[src/rtl/oneshot_pkg.sv]
package oneshot_pkg;
    typedef enum logic [1:0] {
        ST_IDLE  = 2'd0,
        ST_ARMED = 2'd1,
        ST_RUN   = 2'd2,
        ST_DONE  = 2'd3
    } os_state_e;
endpackage

[src/rtl/oneshot_period_reg.sv]
module oneshot_period_reg #(
    parameter int CNT_W = 8,
    parameter logic [CNT_W-1:0] RST_PERIOD = '0
) (
    input  logic             clk,
    input  logic             rst_n,
    input  logic             wr,
    input  logic [CNT_W-1:0] wdata,
    output logic [CNT_W-1:0] period
);
    always_ff @(posedge clk) begin
        if (!rst_n)
            period <= RST_PERIOD;
        else if (wr)
            period <= wdata;
    end
endmodule

[src/rtl/oneshot_down_counter.sv]
module oneshot_down_counter #(
    parameter int CNT_W = 8
) (
    input  logic             clk,
    input  logic             rst_n,
    input  logic             load,
    input  logic             dec,
    input  logic [CNT_W-1:0] load_val,
    output logic [CNT_W-1:0] count,
    output logic             zero
);
    localparam logic [CNT_W-1:0] ONE = CNT_W'(1);

    always_ff @(posedge clk) begin
        if (!rst_n)
            count <= '0;
        else if (load)
            count <= load_val;
        else if (dec)
            count <= count - ONE;
    end

    assign zero = (count == '0);
endmodule

[src/rtl/oneshot_ctrl.sv]
module oneshot_ctrl
    import oneshot_pkg::*;
(
    input  logic      clk,
    input  logic      rst_n,
    input  logic      arm,
    input  logic      enable,
    input  logic      cnt_zero,
    output os_state_e state,
    output logic      load,
    output logic      dec,
    output logic      tc,
    output logic      pulse
);
    os_state_e state_d;

    // next-state logic
    always_comb begin
        state_d = state;
        if (arm) begin
            state_d = ST_ARMED;                 // arm-assert
        end else begin
            unique case (state)
                ST_IDLE:  state_d = ST_IDLE;    // hold
                ST_ARMED: state_d = ST_RUN;     // arm-release
                ST_RUN:   if (enable && cnt_zero)
                              state_d = ST_DONE; // expire
                ST_DONE:  state_d = ST_DONE;    // hold
                default:  state_d = ST_IDLE;
            endcase
        end
    end

    // state register
    always_ff @(posedge clk) begin
        if (!rst_n)
            state <= ST_IDLE;
        else
            state <= state_d;
    end

    // output decode
    always_comb begin
        load  = arm;
        dec   = 1'b0;
        tc    = 1'b0;
        pulse = 1'b0;
        unique case (state)
            ST_IDLE:  ;
            ST_ARMED: load = 1'b1;
            ST_RUN: begin
                pulse = 1'b1;
                dec   = enable && !cnt_zero && !arm;
            end
            ST_DONE:  tc = 1'b1;
            default:  ;
        endcase
    end
endmodule

[src/rtl/oneshot_ready_gate.sv]
module oneshot_ready_gate #(
    parameter bit GATE_EN = 1'b1
) (
    input  logic ready_in,
    input  logic tc,
    output logic ready_out
);
    generate
        if (GATE_EN) begin : g_blank
            assign ready_out = ready_in & tc;
        end else begin : g_pass
            logic unused_tc;
            assign unused_tc = tc;
            assign ready_out = ready_in;
        end
    endgenerate
endmodule

[src/rtl/oneshot_pulse_timer.sv]
module oneshot_pulse_timer
    import oneshot_pkg::*;
#(
    parameter int CNT_W = 8,
    parameter bit GATE_EN = 1'b1,
    parameter logic [CNT_W-1:0] RST_PERIOD = '0
) (
    input  logic             clk,
    input  logic             rst_n,
    input  logic             arm,
    input  logic             enable,
    input  logic             period_wr,
    input  logic [CNT_W-1:0] period_wdata,
    input  logic             ready_in,
    output logic             tc,
    output logic             pulse,
    output logic [CNT_W-1:0] count,
    output logic             ready_gated
);
    logic [CNT_W-1:0] period_q;
    logic             load, dec, cnt_zero;
    os_state_e        state;

    oneshot_period_reg #(.CNT_W(CNT_W), .RST_PERIOD(RST_PERIOD)) u_period (
        .clk(clk), .rst_n(rst_n), .wr(period_wr), .wdata(period_wdata),
        .period(period_q)
    );

    oneshot_down_counter #(.CNT_W(CNT_W)) u_cnt (
        .clk(clk), .rst_n(rst_n), .load(load), .dec(dec),
        .load_val(period_q), .count(count), .zero(cnt_zero)
    );

    oneshot_ctrl u_ctrl (
        .clk(clk), .rst_n(rst_n), .arm(arm), .enable(enable),
        .cnt_zero(cnt_zero), .state(state), .load(load), .dec(dec),
        .tc(tc), .pulse(pulse)
    );

    oneshot_ready_gate #(.GATE_EN(GATE_EN)) u_gate (
        .ready_in(ready_in), .tc(tc), .ready_out(ready_gated)
    );
endmodule

[config.mk]
export PLATFORM = sky130hd
export DESIGN_NAME = oneshot_pulse_timer
export DESIGN_NICKNAME = d
export VERILOG_FILES = /design/src/rtl/oneshot_pkg.sv /design/src/rtl/oneshot_period_reg.sv /design/src/rtl/oneshot_down_counter.sv /design/src/rtl/oneshot_ctrl.sv /design/src/rtl/oneshot_ready_gate.sv /design/src/rtl/oneshot_pulse_timer.sv
export SDC_FILE = /design/constraint.sdc
export NUM_CORES = 1
export LEC_CHECK = 0
export BUFFER_PORTS_ARGS = -buffer_cell sky130_fd_sc_hd__buf_2
export CAP_MARGIN = 20
export CORE_MARGIN = 5
export CORE_UTILIZATION = 51
export CTS_CLUSTER_DIAMETER = 100
export CTS_CLUSTER_SIZE = 24
export DETAILED_ROUTE_END_ITERATION = 10
export GPL_TIMING_DRIVEN = 0
export PLACE_DENSITY = 0.79
export SLEW_MARGIN = 20
export SYNTH_ARGS = -nofsm -noshare
export SYNTH_HDL_FRONTEND = slang
export SYNTH_SLANG_ARGS = --single-unit
[constraint.sdc]
create_clock -name clk -period 3.1 [get_ports clk]
set_input_delay 0.155 -clock clk [delete_from_list [all_inputs] [get_ports clk]]
set_output_delay 0.155 -clock clk [all_outputs]
set_load 0.005 [all_outputs]
==> impl_metrics.json <==
{
  "cts_buffer_depth": 2,
  "cp-end-kind": "register",
  "peakVddDrop_mv": 0.304,
  "cp_max_fo": 10,
  "min_period_ps": 1860,
  "crit_required_ps": 3290,
  "hpwl_mm": 1.49,
  "rsz0062_at_grt": "no",
  "status": "completed",
  "avgSynthCellArea_sq_um": 8.92,
  "grt_pass1_vias": 743,
  "drt_pass1_iterations": 4,
  "cts_resized": 0,
  "p_total_uw": 473,
  "p_leak_uw": 0.000478,
  "grtUsageTotal_pct": 15.8,
  "wl_per_cell_microns": 13.9,
  "cts_hold_buf": 0,
  "reg2reg_slack_ps": 1240,
  "min_to": "u_ctrl.state[1]",
  "cts_buffers": 3,
  "worstSetupPathType": "register to register",
  "reg2reg_to": "u_cnt.count[1]",
  "slew_violations": 0,
  "final.fill_count": 155,
  "nNetsFinal": 142,
  "vias_per_cell": 5.77,
  "finalHoldViolations": 0,
  "drc": 0,
  "reg2reg_depth": 6,
  "grt_pass1_wl_mm": 3.15,
  "drive_above_1_share_pct": 27.2,
  "min_path_cells": 2,
  "dieArea_sq_um": 2640,
  "synth.yosys.warnings": 0,
  "drt_iter0_markers": 14,
  "skew_ps": 7.99,
  "initial_core_util_pct": 52.4,
  "post-route-util_pct": 62.7,
  "start_kind": "register",
  "hp-class": "input port to register",
  "overflow": 0,
  "register_area_sq_um": 360,
  "cts_tree": "built",
  "synth_cell_type_count": 36,
  "n_antenna_cell": 0,
  "boundaryPins": 25,
  "multi_input_area_sq_um": 475,
  "ys_seq_area_share_pct": 41.2,
  "clock-sinks": 18,
  "ys_ff_latch": 18,
  "setup_violations": 0,
  "clk_pin_slew_worst_paths_ps": 110,
  "worstSkewPairLatency_ps": 300,
  "ant_nets": 0,
  "crit_buf_inv": 1,
  "antenna_found_initial": 0,
  "num_vias": 819,
  "synthArstFlopShare_pct": 0,
  "max_cap_viol_count": 0,
  "finalSetupTns_ps": 0,
  "synth_top_flop_cell": "dfxtp_1",
  "worstPathArrival_ps": 2060,
  "worst_slack_ps": 1240,
  "place_ws_ps": 1280,
  "core_sq_um": 1670,
  "syn_inst": 98,
  "crit_cells": 6,
  "syn_to_final_growth_pct": 19.7,
  "pwr_density_cell_nw_per_um2": 451,
  "critPathMaxStageDelay_ps": 510,
  "min_from": "arm",
  "die_w_microns": 51.4,
  "fin_crit_sh_pct": 60.2,
  "path_cells": "inv_1, ha_1, or3b_2, o21ai_4, o2bb2ai_1, o21a_1",
  "max_freq_ghz": 0.536,
  "grt_max_degree": 11,
  "cpMaxStageDelayCell": "or3b_2",
  "drt_wl_total_mm": 1.97,
  "worstMarginPinSlew_ps": 567,
  "dieHeight_microns": 51.4,
  "place_congestion": 0.855,
  "postCtsSetupRepairBufs": 0,
  "synth_edf_count": 0,
  "crit_family": "compound AO/OA/AOI/OAI gates",
  "synth.cell_area_sq_um": 875,
  "rows": 15,
  "port-buffer-count": 23,
  "cts_root_buffer": "clkbuf_4",
  "h-tree-depth": 1,
  "syn_nets": 114,
  "r2r_start": "u_cnt.count[0]",
  "relSlewSlack_pct": 62.2
}
## cell families (layout without fill, tap and decap cells)
logic type                 after synthesis  after routing  synth area share, %
and+or+nand+nor                         39             39                 23.7
muxes                                    8              8                 9.16
adders and majority gates                2              2                 2.86
buffers and inverters                   10             37                 4.43
AOI/OAI and AO/OA                       21             21                 18.6
DFF                                     18             18                 41.2
## cells in the mapped netlist, types with 2 or more instances
library cell	number	area share [%]
a21oi_1	4	2.3
a2bb2oi_1	2	2.0
a31oi_1	4	2.9
and2_1	2	1.4
and3_1	2	1.4
dfxtp_1	18	41
ha_1	2	2.9
inv_1	6	2.6
mux2i_1	8	9.2
nand2_1	8	3.4
nand3_1	5	2.9
nor2_1	12	5.1
o211ai_1	2	1.7
## area by class of cell
class,count,share of cell area (%)
multi-input cells,70,45.4
repair buffers,23,11.0
plain buffers,3,1.19
well taps,17,2.03
inverters,7,2.51
flip-flops and latches,18,34.4
clock buffers,4,3.46
## where the power goes
group	internal, uW	switching (uW)	leakage [uW]	total (uW)
logic	34.2	38.7	0.000309	72.9
registers	243	11.3	0.000148	255
clock network	71.6	73.7	0.0000210	145
## layer usage
layer	share of wire [%]	up-vias	wire, microns	track usage, %
li1	-	412	-	-
met1	45	371	882	18.3
met2	46	30	915	25.8
met3	7.1	6	139	4.96
met4	1.7	0	34	7.86
met5	0	-	0	0
## sequential cells by signal, indices dropped and copies added (netlist names)
| name | cells |
|---|---|
| u_cnt.count | 8 |
| u_period.period | 8 |
| u_ctrl.state | 2 |
## stage by stage
step	cell area (sq um)	hold slack, ps	std cells
floorplan	875	234	98
global placement	1010	348	138
detailed placement	1010	351	138
CTS	1050	21.1	142
global route	1050	23.3	142
finish	1050	29.5	142
## how the worst max path moves through the flow
stage,from,end,slack [ps]
2_1_floorplan,u_cnt.count[0],u_cnt.count[1],1430
3_3_place_gp,u_cnt.count[0],u_cnt.count[3],1330
3_5_place_dp,u_cnt.count[0],u_cnt.count[1],1280
4_1_cts,u_cnt.count[0],u_cnt.count[1],1250
5_1_grt,u_cnt.count[0],u_cnt.count[3],1150
6_report,u_cnt.count[0],u_cnt.count[1],1240
## cell usage in the layout (no fill, tap or decap), types with 3 or more instances in the layout
cell      count
nand2_1       8
dfxtp_1      18
a31oi_1       4
nor2_1       12
nand3_1       5
buf_2        23
inv_1         6
a21oi_1       4
mux2i_1       8
clkbuf_4      3
(Power assumes the default switching activity.)
